===== src/rtl/intdiv_pkg.sv =====
package intdiv_pkg;
  typedef enum logic [1:0] {
    ST_IDLE = 2'd0,
    ST_RUN  = 2'd1,
    ST_FIX  = 2'd2
  } div_state_e;

  typedef struct packed {
    logic v;
    logic z;
    logic n;
  } div_flags_t;
endpackage


===== src/rtl/intdiv_operand_prep.sv =====
module intdiv_operand_prep #(
  parameter int W = 32
) (
  input  logic [W-1:0] num_i,
  input  logic [W-1:0] den_i,
  input  logic         signed_i,
  output logic [W-1:0] num_mag_o,
  output logic [W-1:0] den_mag_o,
  output logic         num_neg_o,
  output logic         den_neg_o
);
  // Magnitudes are unsigned W-bit values; the most negative input maps to 2^(W-1).
  always_comb begin
    num_neg_o = signed_i & num_i[W-1];
    den_neg_o = signed_i & den_i[W-1];
    num_mag_o = num_neg_o ? (~num_i + 1'b1) : num_i;
    den_mag_o = den_neg_o ? (~den_i + 1'b1) : den_i;
  end
endmodule


===== src/rtl/intdiv_step.sv =====
module intdiv_step #(
  parameter int W = 32
) (
  input  logic [W-1:0] part_i,
  input  logic [W-1:0] quo_i,
  input  logic [W-1:0] den_i,
  output logic [W-1:0] part_o,
  output logic [W-1:0] quo_o
);
  logic [W:0] shifted;
  logic [W:0] trial;
  logic       fits;

  // One restoring iteration: shift in the next dividend bit and subtract when it fits.
  always_comb begin
    shifted = {part_i, quo_i[W-1]};
    trial   = shifted - {1'b0, den_i};
    fits    = ~trial[W];
    part_o  = fits ? trial[W-1:0] : shifted[W-1:0];
    quo_o   = {quo_i[W-2:0], fits};
  end
endmodule


===== src/rtl/intdiv_finish.sv =====
module intdiv_finish #(
  parameter int W = 32
) (
  input  logic [W-1:0]            q_mag_i,
  input  logic [W-1:0]            r_mag_i,
  input  logic                    q_neg_i,
  input  logic                    r_neg_i,
  input  logic                    signed_i,
  input  logic                    word_i,
  output logic [W-1:0]            quo_o,
  output logic [W-1:0]            rem_o,
  output intdiv_pkg::div_flags_t  flags_o
);
  localparam int HALF = W / 2;

  logic short_ovf;

  always_comb begin
    quo_o = q_neg_i ? (~q_mag_i + 1'b1) : q_mag_i;
    rem_o = r_neg_i ? (~r_mag_i + 1'b1) : r_mag_i;
  end

  // Short-quotient range test: unsigned needs empty upper half,
  // signed needs the upper half plus the half sign bit to be all equal.
  generate
    if (HALF >= 1) begin : g_range
      logic [W-HALF-1:0] hi_u;
      logic [W-HALF:0]   hi_s;
      always_comb begin
        hi_u = quo_o[W-1:HALF];
        hi_s = quo_o[W-1:HALF-1];
        if (signed_i) short_ovf = ~((&hi_s) | ~(|hi_s));
        else          short_ovf = |hi_u;
      end
    end
  endgenerate

  always_comb begin
    flags_o.v = word_i & short_ovf;
    flags_o.z = ~(|quo_o);
    flags_o.n = (|quo_o) & quo_o[W-1];
  end
endmodule


===== src/rtl/intdiv_flags.sv =====
module intdiv_flags #(
  parameter int W = 32
) (
  input  logic         clk,
  input  logic         rst_n,
  input  logic         req_valid,
  output logic         req_ready,
  input  logic [W-1:0] dividend,
  input  logic [W-1:0] divisor,
  input  logic         is_signed,
  input  logic         word_mode,
  output logic         busy,
  output logic         done,
  output logic         div_zero,
  output logic [W-1:0] quotient,
  output logic [W-1:0] remainder,
  output logic         flag_v,
  output logic         flag_z,
  output logic         flag_n
);
  import intdiv_pkg::*;

  localparam int CNT_W = $clog2(W + 1);
  localparam logic [CNT_W-1:0] LAST_STEP = CNT_W'(W - 1);

  div_state_e       state;
  logic [CNT_W-1:0] step_cnt;
  logic [W-1:0]     part_r, quo_r, den_r;
  logic             q_neg_r, r_neg_r, sgn_r, word_r, zero_r;

  logic [W-1:0]     num_mag, den_mag;
  logic             num_neg, den_neg;
  logic [W-1:0]     part_nx, quo_nx;
  logic [W-1:0]     quo_fin, rem_fin;
  div_flags_t       flags_fin;
  div_flags_t       flags_r;
  logic             take;

  assign req_ready = (state == ST_IDLE);
  assign busy      = (state != ST_IDLE);
  assign take      = req_valid & req_ready;
  assign flag_v    = flags_r.v;
  assign flag_z    = flags_r.z;
  assign flag_n    = flags_r.n;

  intdiv_operand_prep #(.W(W)) u_prep (
    .num_i     (dividend),
    .den_i     (divisor),
    .signed_i  (is_signed),
    .num_mag_o (num_mag),
    .den_mag_o (den_mag),
    .num_neg_o (num_neg),
    .den_neg_o (den_neg)
  );

  intdiv_step #(.W(W)) u_step (
    .part_i (part_r),
    .quo_i  (quo_r),
    .den_i  (den_r),
    .part_o (part_nx),
    .quo_o  (quo_nx)
  );

  intdiv_finish #(.W(W)) u_finish (
    .q_mag_i  (quo_r),
    .r_mag_i  (part_r),
    .q_neg_i  (q_neg_r),
    .r_neg_i  (r_neg_r),
    .signed_i (sgn_r),
    .word_i   (word_r),
    .quo_o    (quo_fin),
    .rem_o    (rem_fin),
    .flags_o  (flags_fin)
  );

  // Control: accept, iterate W steps, then one fix-up/commit cycle.
  always_ff @(posedge clk or negedge rst_n) begin
    if (!rst_n) begin
      state    <= ST_IDLE;
      step_cnt <= '0;
      part_r   <= '0;
      quo_r    <= '0;
      den_r    <= '0;
      q_neg_r  <= 1'b0;
      r_neg_r  <= 1'b0;
      sgn_r    <= 1'b0;
      word_r   <= 1'b0;
      zero_r   <= 1'b0;
    end else begin
      unique case (state)
        ST_IDLE: begin
          if (take) begin
            part_r   <= '0;
            quo_r    <= num_mag;
            den_r    <= den_mag;
            q_neg_r  <= num_neg ^ den_neg;
            r_neg_r  <= num_neg;
            sgn_r    <= is_signed;
            word_r   <= word_mode;
            zero_r   <= ~(|divisor);
            step_cnt <= '0;
            state    <= (|divisor) ? ST_RUN : ST_FIX;
          end
        end
        ST_RUN: begin
          part_r   <= part_nx;
          quo_r    <= quo_nx;
          step_cnt <= step_cnt + 1'b1;
          if (step_cnt == LAST_STEP) state <= ST_FIX;
        end
        ST_FIX:  state <= ST_IDLE;
        default: state <= ST_IDLE;
      endcase
    end
  end

  // Result registers: written only on a completing nonzero divide.
  always_ff @(posedge clk or negedge rst_n) begin
    if (!rst_n) begin
      done      <= 1'b0;
      div_zero  <= 1'b0;
      quotient  <= '0;
      remainder <= '0;
      flags_r   <= '0;
    end else begin
      done     <= (state == ST_FIX);
      div_zero <= (state == ST_FIX) & zero_r;
      if ((state == ST_FIX) && !zero_r) begin
        quotient  <= quo_fin;
        remainder <= rem_fin;
        flags_r   <= flags_fin;
      end
    end
  end
endmodule


===== config.mk =====
export PLATFORM = sky130hd
export DESIGN_NAME = intdiv_flags
export DESIGN_NICKNAME = d
export VERILOG_FILES = /design/src/rtl/intdiv_pkg.sv /design/src/rtl/intdiv_operand_prep.sv /design/src/rtl/intdiv_step.sv /design/src/rtl/intdiv_finish.sv /design/src/rtl/intdiv_flags.sv
export SDC_FILE = /design/constraint.sdc
export NUM_CORES = 1
export LEC_CHECK = 0
export ABC_AREA = 1
export BUFFER_PORTS_ARGS = -buffer_cell sky130_fd_sc_hd__buf_2
export CAP_MARGIN = 20
export CELL_PAD_IN_SITES_DETAIL_PLACEMENT = 0
export CELL_PAD_IN_SITES_GLOBAL_PLACEMENT = 1
export CORE_AREA = 2 2 187 189
export CTS_CLUSTER_SIZE = 24
export DETAILED_ROUTE_END_ITERATION = 8
export DIE_AREA = 0 0 189 191
export GPL_TIMING_DRIVEN = 0
export MAX_ROUTING_LAYER = met4
export PLACE_DENSITY_LB_ADDON = 0.1
export SLEW_MARGIN = 20
export SYNTH_ARGS = -nofsm -noshare
export SYNTH_HDL_FRONTEND = slang
export SYNTH_HIERARCHICAL = 1
export SYNTH_SLANG_ARGS = --single-unit

===== constraint.sdc =====
create_clock -name clk -period 3 [get_ports clk]
set_clock_uncertainty 0.05 [all_clocks]
set_input_delay 0 -clock clk [delete_from_list [all_inputs] [get_ports clk]]
set_output_delay 0 -clock clk [all_outputs]
set_load 0.01 [all_outputs]

==> flow_results.xml, run 1 <==
<?xml version="1.0" encoding="UTF-8"?>
<metrics>
  <group name="status">
    <metric name="status" unit="">finished clean</metric>
  </group>
  <group name="floorplanning">
    <metric name="core_region_area" unit="sq um">34100</metric>
    <metric name="floorplan.rows" unit="">68</metric>
    <metric name="die_y" unit="um">191</metric>
    <metric name="floorplan.die_area" unit="sq um">36100</metric>
    <metric name="die-width" unit="um">189</metric>
    <metric name="ios" unit="">140</metric>
    <metric name="initial_core_util" unit="%">43.2</metric>
  </group>
  <group name="placed_design">
    <metric name="placed_cells_incl_taps" unit="">2809</metric>
    <metric name="gp_routability_congestion" unit="">0.894</metric>
    <metric name="io_buffers" unit="">139</metric>
    <metric name="placed_area" unit="sq um">16100</metric>
    <metric name="dp.final_hpwl" unit="um">35100</metric>
  </group>
  <group name="sta">
    <metric name="worstMarginPinSlew" unit="ns">0.556</metric>
    <metric name="max_clock_freq" unit="MHz">359</metric>
    <metric name="hold_viol" unit="">0</metric>
    <metric name="report.final.setup_viol" unit="">0</metric>
    <metric name="timing.final.crit_share" unit="%">92.8</metric>
    <metric name="report.final.slew_viol_count" unit="">0</metric>
    <metric name="finalHoldWorstSlack" unit="ns">0.00404</metric>
    <metric name="rsz0062_at_grt" unit="">no</metric>
    <metric name="slew-limit-headroom" unit="%">62.7</metric>
    <metric name="period_needed" unit="ns">2.78</metric>
  </group>
  <group name="cells_and_area">
    <metric name="instances_no_fill" unit="">2882</metric>
    <metric name="layout_cell_share_with_drive_strength_beyond_1" unit="%">16.8</metric>
    <metric name="layout_commonest_cell" unit="">sky130_fd_sc_hd__nand2_1</metric>
    <metric name="nets" unit="">2521</metric>
    <metric name="final_cell_area" unit="sq um">17100</metric>
    <metric name="area_of_the_multi_input_gates" unit="sq um">8700</metric>
    <metric name="layout_common_cells" unit="">sky130_fd_sc_hd__nand2_1, sky130_fd_sc_hd__nor2_1, sky130_fd_sc_hd__inv_1</metric>
    <metric name="antennaDiodeCount" unit="">0</metric>
    <metric name="num-fill-cells" unit="">3593</metric>
    <metric name="layout-area-overhead-vs-synth" unit="%">15.8</metric>
    <metric name="final-seq-area" unit="sq um">4450</metric>
    <metric name="fin_util" unit="%">50.0</metric>
  </group>
  <group name="critical_path">
    <metric name="critical_path.reg2reg.endpoint" unit="">part_r[28]$_DFFE_PN0P_</metric>
    <metric name="critPathBufInv" unit="">3</metric>
    <metric name="criticalPathCategory" unit="">reg2reg</metric>
    <metric name="crit_path_start_kind" unit="">flop</metric>
    <metric name="timing.critical_path.max_delay_family" unit="">simple AND/OR/NAND/NOR gates</metric>
    <metric name="worstPathCellList" unit="">inv_1 -&gt; ha_1 -&gt; fa_1 -&gt; inv_1 -&gt; nand2_1 -&gt; nand2_1 -&gt; nand3_1 -&gt; nand2_2 -&gt; nand2_1 -&gt; nand2_2 -&gt; nand2_2 -&gt; nand3_1 -&gt; nand2_4 -&gt; buf_4 -&gt; nand2_1 -&gt; nand2_1 -&gt; a22o_1</metric>
    <metric name="r2r_start" unit="">quo_r[31]$_DFFE_PN0P_</metric>
    <metric name="cp-end-kind" unit="">flop</metric>
    <metric name="cp_slowest_cell" unit="">sky130_fd_sc_hd__dfrtp_1</metric>
    <metric name="worstSetupPathDepth" unit="">17</metric>
    <metric name="worst-r2r-cell-count" unit="">17</metric>
    <metric name="worstPathArrival" unit="ns">3.06</metric>
    <metric name="cp_max_fo" unit="">10</metric>
    <metric name="cp_data_required_time" unit="ns">3.27</metric>
    <metric name="timing.critical_path.slowest_cell_delay" unit="ns">0.48</metric>
    <metric name="path_common_cell" unit="">sky130_fd_sc_hd__nand2_1</metric>
    <metric name="rrSetupSlack" unit="ns">0.22</metric>
  </group>
  <group name="logic_synthesis">
    <metric name="synthesis.instances" unit="">2213</metric>
    <metric name="synthFlopType" unit="">sky130_fd_sc_hd__dfrtp_1</metric>
    <metric name="synthXorXnorAreaFrac" unit="%">5.29</metric>
    <metric name="synth_sequential_area_ratio" unit="%">30.2</metric>
    <metric name="ys.warnings.count" unit="">6</metric>
    <metric name="synth_compound_gate_area_share" unit="%">7.80</metric>
    <metric name="yosys-mux-area-fraction" unit="%">5.88</metric>
    <metric name="synth.distinct_cells" unit="">46</metric>
    <metric name="synth.ff_latch_count" unit="">178</metric>
    <metric name="synthesis.area" unit="sq um">14700</metric>
    <metric name="fraction_of_the_mapped_netlist_area_in_simple_logic_gates" unit="%">36.8</metric>
    <metric name="post_synth_fa_ha_maj_area_fraction" unit="%">3.27</metric>
    <metric name="synth_edf_count" unit="">0</metric>
    <metric name="avgSynthCellArea" unit="sq um">6.66</metric>
    <metric name="async_reset_ff_share" unit="%">100</metric>
    <metric name="synth_nets" unit="">2320</metric>
    <metric name="synth_top_family_by_area" unit="">simple AND/OR/NAND/NOR gates</metric>
  </group>
  <group name="cts">
    <metric name="cts.hold.buffers_added" unit="">41</metric>
    <metric name="clk_transition_reported_paths" unit="ns">0.08</metric>
    <metric name="tritoncts" unit="">yes</metric>
    <metric name="clk_root_buffer_cell" unit="">sky130_fd_sc_hd__clkbuf_16</metric>
    <metric name="clk-insertion-delay-late" unit="ns">0.45</metric>
    <metric name="clkSinkCount" unit="">178</metric>
    <metric name="post_cts.repair.setup_buffers" unit="">0</metric>
    <metric name="htree_levels" unit="">4</metric>
    <metric name="cts_repair_resized_insts" unit="">0</metric>
    <metric name="cts-buffers-inserted" unit="">17</metric>
    <metric name="maximum_clock_insertion_buffer_count" unit="">2</metric>
  </group>
  <group name="routing">
    <metric name="drt.antenna.violating_nets" unit="">0</metric>
    <metric name="vias_per_std_cell" unit="">4.80</metric>
    <metric name="remaining_drc_errors" unit="">0</metric>
    <metric name="detail_route.wirelength" unit="um">41900</metric>
    <metric name="drt_pass1_iterations" unit="">5</metric>
    <metric name="detail_route.wl_per_cell" unit="um">14.6</metric>
    <metric name="drt_first_iter_violations" unit="">821</metric>
    <metric name="dr_total_vias" unit="">13831</metric>
  </group>
  <group name="power">
    <metric name="p_per_area" unit="nW/um^2">1130</metric>
    <metric name="p_leak" unit="nW">9.13</metric>
    <metric name="fin_total_pwr" unit="W">0.0193</metric>
    <metric name="sw_frac_of_total" unit="%">51.0</metric>
    <metric name="p_int" unit="W">0.00947</metric>
    <metric name="share_clk_of_total_power" unit="%">11.5</metric>
    <metric name="power_frac_seq" unit="%">24.1</metric>
    <metric name="maximum_ir_drop_on_the_vdd_rail" unit="uV">483</metric>
    <metric name="total_switching_power" unit="W">0.00987</metric>
    <metric name="p_comb_share" unit="%">64.4</metric>
  </group>
  <group name="global_routing">
    <metric name="antenna_found_initial" unit="">0</metric>
    <metric name="grtUsageTotal" unit="%">24.5</metric>
    <metric name="grt_pass1_vias" unit="">12686</metric>
    <metric name="grt_start_max_net_pins" unit="">65</metric>
    <metric name="grt_pass1_wl" unit="um">67800</metric>
    <metric name="grt_overflow_total" unit="">0</metric>
  </group>
  <group name="hold_path">
    <metric name="class_of_the_tightest_hold_or_removal_check" unit="">in2async</metric>
  </group>
  <group name="job">
    <metric name="cap_viol_max_count" unit="">0</metric>
  </group>
</metrics>
[layer usage]
layer  GRT usage [%]  routed length [um]  up-vias
met1            37.9               22800     6203
met2            34.1               16700      311
met4            5.71                 589        0
li1                -                   -     7287
met5               -                   0        -
met3            2.15                1920       30
[sequential cells by signal (all words and copies together) (netlist names), 2 cells and up]
| name | cells |
|---|---|
| remainder | 32 |
| den_r | 32 |
| state | 2 |
| step_cnt | 6 |
| quo_r | 32 |
| part_r | 32 |
| quotient | 32 |
[area by class of cell]
type	instances	area share (%)
Timing Repair Buffer	182	6.86
Sequential cell	178	26.1
Tap cell	455	3.33
Clock inverter	15	0.923
Multi-Input combinational cell	1683	51.0
Inverter	265	5.83
Clock buffer	17	2.49
Buffer	87	3.49
[power groups by stage]
| stage | clock network [W] | registers [W] | logic [W] |
|---|---|---|---|
| final | 0.00222 | 0.00467 | 0.0125 |
| after global routing | 0.00239 | 0.00484 | 0.0141 |
| after CTS | 0.00228 | 0.00465 | 0.0125 |
| after detailed placement | 0 | 0.00470 | 0.0124 |
| after global placement | 0 | 0.00464 | 0.0122 |
| after floorplan | 0 | 0.00447 | 0.00909 |
[logic make-up (layout without fill, tap and decap cells)]
kind of cell	Yosys count	count (layout)
flip-flops	178	178
AO/OA/AOI/OAI	194	194
AND/OR/NAND/NOR	1295	1295
buffers and inverters	352	566
XOR/XNOR	89	89
adder cells (fa/ha/maj)	38	38
multiplexers	67	67
[metrics by stage]
step                      setup WS [ns]  TNS [ns]
final                             0.216         0
after global routing             0.0388         0
after CTS                         0.207         0
after detailed placement          0.224         0
after global placement           -0.891   -154.55
after floorplan                   0.652         0
[synthesized netlist by cell type (2+ instances only)]
library cell	count	area, sq um
sky130_fd_sc_hd__inv_1	254	953
sky130_fd_sc_hd__o31ai_1	2	15.0
sky130_fd_sc_hd__nand4_1	22	138
sky130_fd_sc_hd__inv_2	10	37.5
sky130_fd_sc_hd__mux2_4	30	450
sky130_fd_sc_hd__buf_4	42	315
sky130_fd_sc_hd__dfrtp_1	178	4450
sky130_fd_sc_hd__nand2_4	6	67.6
sky130_fd_sc_hd__buf_2	23	115
sky130_fd_sc_hd__o21bai_1	7	52.6
sky130_fd_sc_hd__nand2_2	28	175
sky130_fd_sc_hd__clkbuf_1	10	37.5
sky130_fd_sc_hd__nor2_8	4	80.1
sky130_fd_sc_hd__nor3_2	2	20.0
sky130_fd_sc_hd__nand3_1	93	465
sky130_fd_sc_hd__nor3_1	9	45.0
sky130_fd_sc_hd__nand2_1	804	3020
sky130_fd_sc_hd__mux2_2	37	417
sky130_fd_sc_hd__nor2_2	20	125
sky130_fd_sc_hd__or2_2	3	18.8
sky130_fd_sc_hd__a21oi_2	2	17.5
sky130_fd_sc_hd__ha_1	37	463
sky130_fd_sc_hd__xnor2_1	31	272
sky130_fd_sc_hd__nor4_1	6	37.5
sky130_fd_sc_hd__o21ai_1	13	65.1
sky130_fd_sc_hd__nand3b_1	3	22.5
sky130_fd_sc_hd__xor2_1	58	508
sky130_fd_sc_hd__buf_6	11	124
sky130_fd_sc_hd__o21ai_2	4	35.0
sky130_fd_sc_hd__nor2_4	9	101
sky130_fd_sc_hd__and2_1	4	25.0
sky130_fd_sc_hd__a21oi_1	63	315
sky130_fd_sc_hd__o21ai_0	66	330
sky130_fd_sc_hd__nand3_2	2	20.0
sky130_fd_sc_hd__nor2_1	277	1040
sky130_fd_sc_hd__a22o_1	33	289
[worst max path at each step]
| stage | startpoint | endpoint | slack (ns) |
|---|---|---|---|
| floorplan | quo_r[31]$_DFFE_PN0P_ | part_r[24]$_DFFE_PN0P_ | 0.65 |
| global placement | rst_n | quo_r[19]$_DFFE_PN0P_ | -0.89 |
| detailed placement | quo_r[31]$_DFFE_PN0P_ | part_r[27]$_DFFE_PN0P_ | 0.22 |
| CTS | quo_r[31]$_DFFE_PN0P_ | part_r[27]$_DFFE_PN0P_ | 0.21 |
| global route | quo_r[31]$_DFFE_PN0P_ | part_r[27]$_DFFE_PN0P_ | 0.04 |
| finish | quo_r[31]$_DFFE_PN0P_ | part_r[28]$_DFFE_PN0P_ | 0.22 |
No activity file was read; power rests on OpenSTA's default activity.
==> run 2, diff against run 1 <==
--- a/config.mk
+++ b/config.mk
@@ -10,10 +10,11 @@
 export CAP_MARGIN = 20
 export CELL_PAD_IN_SITES_DETAIL_PLACEMENT = 0
 export CELL_PAD_IN_SITES_GLOBAL_PLACEMENT = 1
-export CORE_AREA = 2 2 187 189
+export CORE_AREA = 2 2 185 187
+export CTS_BUF_LIST = sky130_fd_sc_hd__clkbuf_8
 export CTS_CLUSTER_SIZE = 24
 export DETAILED_ROUTE_END_ITERATION = 8
-export DIE_AREA = 0 0 189 191
+export DIE_AREA = 0 0 187 189
 export GPL_TIMING_DRIVEN = 0
 export MAX_ROUTING_LAYER = met4
 export PLACE_DENSITY_LB_ADDON = 0.1
==> flow_results.xml, run 2 (same netlist as run 1, synthesis figures left out) <==
<?xml version="1.0" encoding="UTF-8"?>
<metrics>
  <group name="sta">
    <metric name="worstMarginPinSlew" unit="ns">0.593</metric>
    <metric name="setup-tns-final" unit="ns">0</metric>
    <metric name="finalHoldWorstSlack" unit="ns">0.0312</metric>
    <metric name="timing.final.crit_share" unit="%">90.4</metric>
    <metric name="report.final.slew_viol_count" unit="">0</metric>
    <metric name="hold_viol" unit="">0</metric>
    <metric name="rsz0062_at_grt" unit="">no</metric>
    <metric name="report.final.setup_viol" unit="">0</metric>
    <metric name="max_clock_freq" unit="MHz">369</metric>
    <metric name="period_needed" unit="ns">2.71</metric>
    <metric name="slew-limit-headroom" unit="%">60.2</metric>
  </group>
  <group name="floorplanning">
    <metric name="floorplan.rows" unit="">67</metric>
    <metric name="initial_core_util" unit="%">44.3</metric>
    <metric name="die-width" unit="um">187</metric>
    <metric name="ios" unit="">140</metric>
    <metric name="die_y" unit="um">189</metric>
    <metric name="core_region_area" unit="sq um">33300</metric>
    <metric name="floorplan.die_area" unit="sq um">35300</metric>
  </group>
  <group name="power">
    <metric name="share_clk_of_total_power" unit="%">8.7</metric>
    <metric name="p_per_area" unit="nW/um^2">1100</metric>
    <metric name="fin_total_pwr" unit="W">0.0187</metric>
    <metric name="p_leak" unit="nW">9.12</metric>
    <metric name="p_comb_share" unit="%">66.4</metric>
    <metric name="sw_frac_of_total" unit="%">51.7</metric>
    <metric name="total_switching_power" unit="W">0.00969</metric>
    <metric name="p_int" unit="W">0.00906</metric>
    <metric name="maximum_ir_drop_on_the_vdd_rail" unit="uV">391</metric>
    <metric name="power_frac_seq" unit="%">24.9</metric>
  </group>
  <group name="critical_path">
    <metric name="crit_path_start_kind" unit="">flop</metric>
    <metric name="cp_data_required_time" unit="ns">3.30</metric>
    <metric name="criticalPathCategory" unit="">reg2reg</metric>
    <metric name="cp_max_fo" unit="">10</metric>
    <metric name="cp_slowest_cell" unit="">sky130_fd_sc_hd__dfrtp_2</metric>
    <metric name="cp-end-kind" unit="">flop</metric>
    <metric name="timing.critical_path.slowest_cell_delay" unit="ns">0.44</metric>
    <metric name="critPathBufInv" unit="">3</metric>
    <metric name="path_common_cell" unit="">sky130_fd_sc_hd__nand2_1</metric>
    <metric name="worstPathCellList" unit="">inv_1 -&gt; ha_1 -&gt; fa_1 -&gt; inv_1 -&gt; nand2_1 -&gt; nand2_1 -&gt; nand3_1 -&gt; nand2_2 -&gt; nand2_1 -&gt; nand2_2 -&gt; nand2_2 -&gt; nand3_1 -&gt; nand2_4 -&gt; buf_4 -&gt; nand2_1 -&gt; nand2_1 -&gt; a22o_1</metric>
    <metric name="timing.critical_path.max_delay_family" unit="">simple AND/OR/NAND/NOR gates</metric>
    <metric name="rrSetupSlack" unit="ns">0.29</metric>
    <metric name="worstPathArrival" unit="ns">3.01</metric>
  </group>
  <group name="hold_path">
    <metric name="class_of_the_tightest_hold_or_removal_check" unit="">in2reg</metric>
  </group>
  <group name="placed_design">
    <metric name="io_buffers" unit="">139</metric>
    <metric name="dp.final_hpwl" unit="um">34600</metric>
    <metric name="placed_cells_incl_taps" unit="">2802</metric>
    <metric name="placed_area" unit="sq um">16100</metric>
    <metric name="gp_routability_congestion" unit="">0.907</metric>
  </group>
  <group name="routing">
    <metric name="detail_route.wl_per_cell" unit="um">14.5</metric>
    <metric name="detail_route.wirelength" unit="um">41800</metric>
    <metric name="drt.antenna.violating_nets" unit="">0</metric>
    <metric name="drt_pass1_iterations" unit="">5</metric>
    <metric name="drt_first_iter_violations" unit="">964</metric>
    <metric name="dr_total_vias" unit="">13903</metric>
    <metric name="vias_per_std_cell" unit="">4.81</metric>
    <metric name="remaining_drc_errors" unit="">0</metric>
  </group>
  <group name="cells_and_area">
    <metric name="layout_commonest_cell" unit="">sky130_fd_sc_hd__nand2_1</metric>
    <metric name="layout_common_cells" unit="">sky130_fd_sc_hd__nand2_1, sky130_fd_sc_hd__nor2_1, sky130_fd_sc_hd__inv_1</metric>
    <metric name="final_cell_area" unit="sq um">17000</metric>
    <metric name="nets" unit="">2537</metric>
    <metric name="layout_cell_share_with_drive_strength_beyond_1" unit="%">16.7</metric>
    <metric name="antennaDiodeCount" unit="">0</metric>
    <metric name="layout-area-overhead-vs-synth" unit="%">15.5</metric>
    <metric name="instances_no_fill" unit="">2891</metric>
  </group>
  <group name="global_routing">
    <metric name="grt_start_max_net_pins" unit="">65</metric>
    <metric name="grt_overflow_total" unit="">0</metric>
    <metric name="grt_pass1_wl" unit="um">67800</metric>
    <metric name="grt_pass1_vias" unit="">12841</metric>
    <metric name="grtUsageTotal" unit="%">24.8</metric>
    <metric name="antenna_found_initial" unit="">0</metric>
  </group>
  <group name="cts">
    <metric name="htree_levels" unit="">4</metric>
    <metric name="clk_transition_reported_paths" unit="ns">0.08</metric>
    <metric name="clk-insertion-delay-late" unit="ns">0.48</metric>
    <metric name="clkSinkCount" unit="">178</metric>
    <metric name="post_cts.repair.setup_buffers" unit="">0</metric>
    <metric name="cts-buffers-inserted" unit="">17</metric>
    <metric name="tritoncts" unit="">yes</metric>
    <metric name="clk_root_buffer_cell" unit="">sky130_fd_sc_hd__clkbuf_8</metric>
    <metric name="maximum_clock_insertion_buffer_count" unit="">2</metric>
  </group>
  <group name="status">
    <metric name="status" unit="">finished clean</metric>
  </group>
  <group name="job">
    <metric name="cap_viol_max_count" unit="">0</metric>
  </group>
</metrics>
==> run 2: changes by cell type in the layout (fill, tap and decap cells not counted), sizes merged <==
| cell | previous run | this run |
|---|---|---|
| buf | 218 | 219 |
| bufinv | 0 | 1 |
| clkbuf | 27 | 28 |
| clkinv | 5 | 7 |
| clkinvlp | 1 | 0 |
| dlygate4sd3 | 41 | 56 |
| inv | 274 | 271 |
==> run 2: metrics by stage <==
step	util (%)	setup WS, ns
6_report	51.2	0.288
5_1_grt	51.2	0.0314
4_1_cts	51.2	0.235
3_5_place_dp	48.3	0.249
3_3_place_gp	48.1	-0.874
2_1_floorplan	-	0.652
==> run 2: routing by layer <==
layer | track usage, % | share of wire, %
met5 | - | 0
met4 | 5.22 | 1.0
met2 | 34.7 | 40
met1 | 38.8 | 55
met3 | 1.74 | 4.2
==> run 2: tightest hold or removal path, cell delays in order <==
cell	delay [ns]
sky130_fd_sc_hd__buf_2	0.11
sky130_fd_sc_hd__nand2_1	0.05
sky130_fd_sc_hd__nand2_1	0.07
sky130_fd_sc_hd__o21ai_0	0.12
sky130_fd_sc_hd__a21oi_1	0.14
==> run 2: power by group through the flow <==
| stage | registers [W] | clock network (W) | logic, W |
|---|---|---|---|
| 2_1_floorplan | 0.00447 | 0 | 0.00909 |
| 4_1_cts | 0.00465 | 0.00170 | 0.0124 |
| 3_5_place_dp | 0.00470 | 0 | 0.0123 |
| 3_3_place_gp | 0.00463 | 0 | 0.0121 |
| 6_report | 0.00467 | 0.00164 | 0.0124 |
| 5_1_grt | 0.00483 | 0.00181 | 0.0140 |
==> run 2: final cells by class <==
| type | count | area [sq um] |
|---|---|---|
| tap | 448 | 561 |
| multi-input combinational | 1683 | 8700 |
| fill | 3538 | 16300 |
| inverter | 265 | 995 |
| buffer | 87 | 596 |
| timing repair buffer | 198 | 1340 |
| sequential | 178 | 4460 |
| clock inverter | 14 | 129 |
| clock buffer | 18 | 248 |
==> run 2: repair_timing <==
action | in CTS | in global routing
hold buffers | 57 | 0
endpoints found under the hold margin | 231 | 0
gates resized for setup | 0 | 1
endpoints found under the setup margin | 0 | 7
==> run 2: path summary, 6_finish.rpt <==
kind | endpoint | startpoint | depth (start not counted)
worst max-delay path | part_r[27]$_DFFE_PN0P_ | quo_r[31]$_DFFE_PN0P_ | 17
max in group asynchronous | quo_r[31]$_DFFE_PN0P_ | rst_n | 4
worst max register to register | part_r[27]$_DFFE_PN0P_ | quo_r[31]$_DFFE_PN0P_ | 17
worst min-delay path | quo_r[23]$_DFFE_PN0P_ | dividend[23] | 5
worst min register to register | den_r[25]$_DFFE_PN0P_ | den_r[25]$_DFFE_PN0P_ | 2
min in group asynchronous | den_r[22]$_DFFE_PN0P_ | rst_n | 3
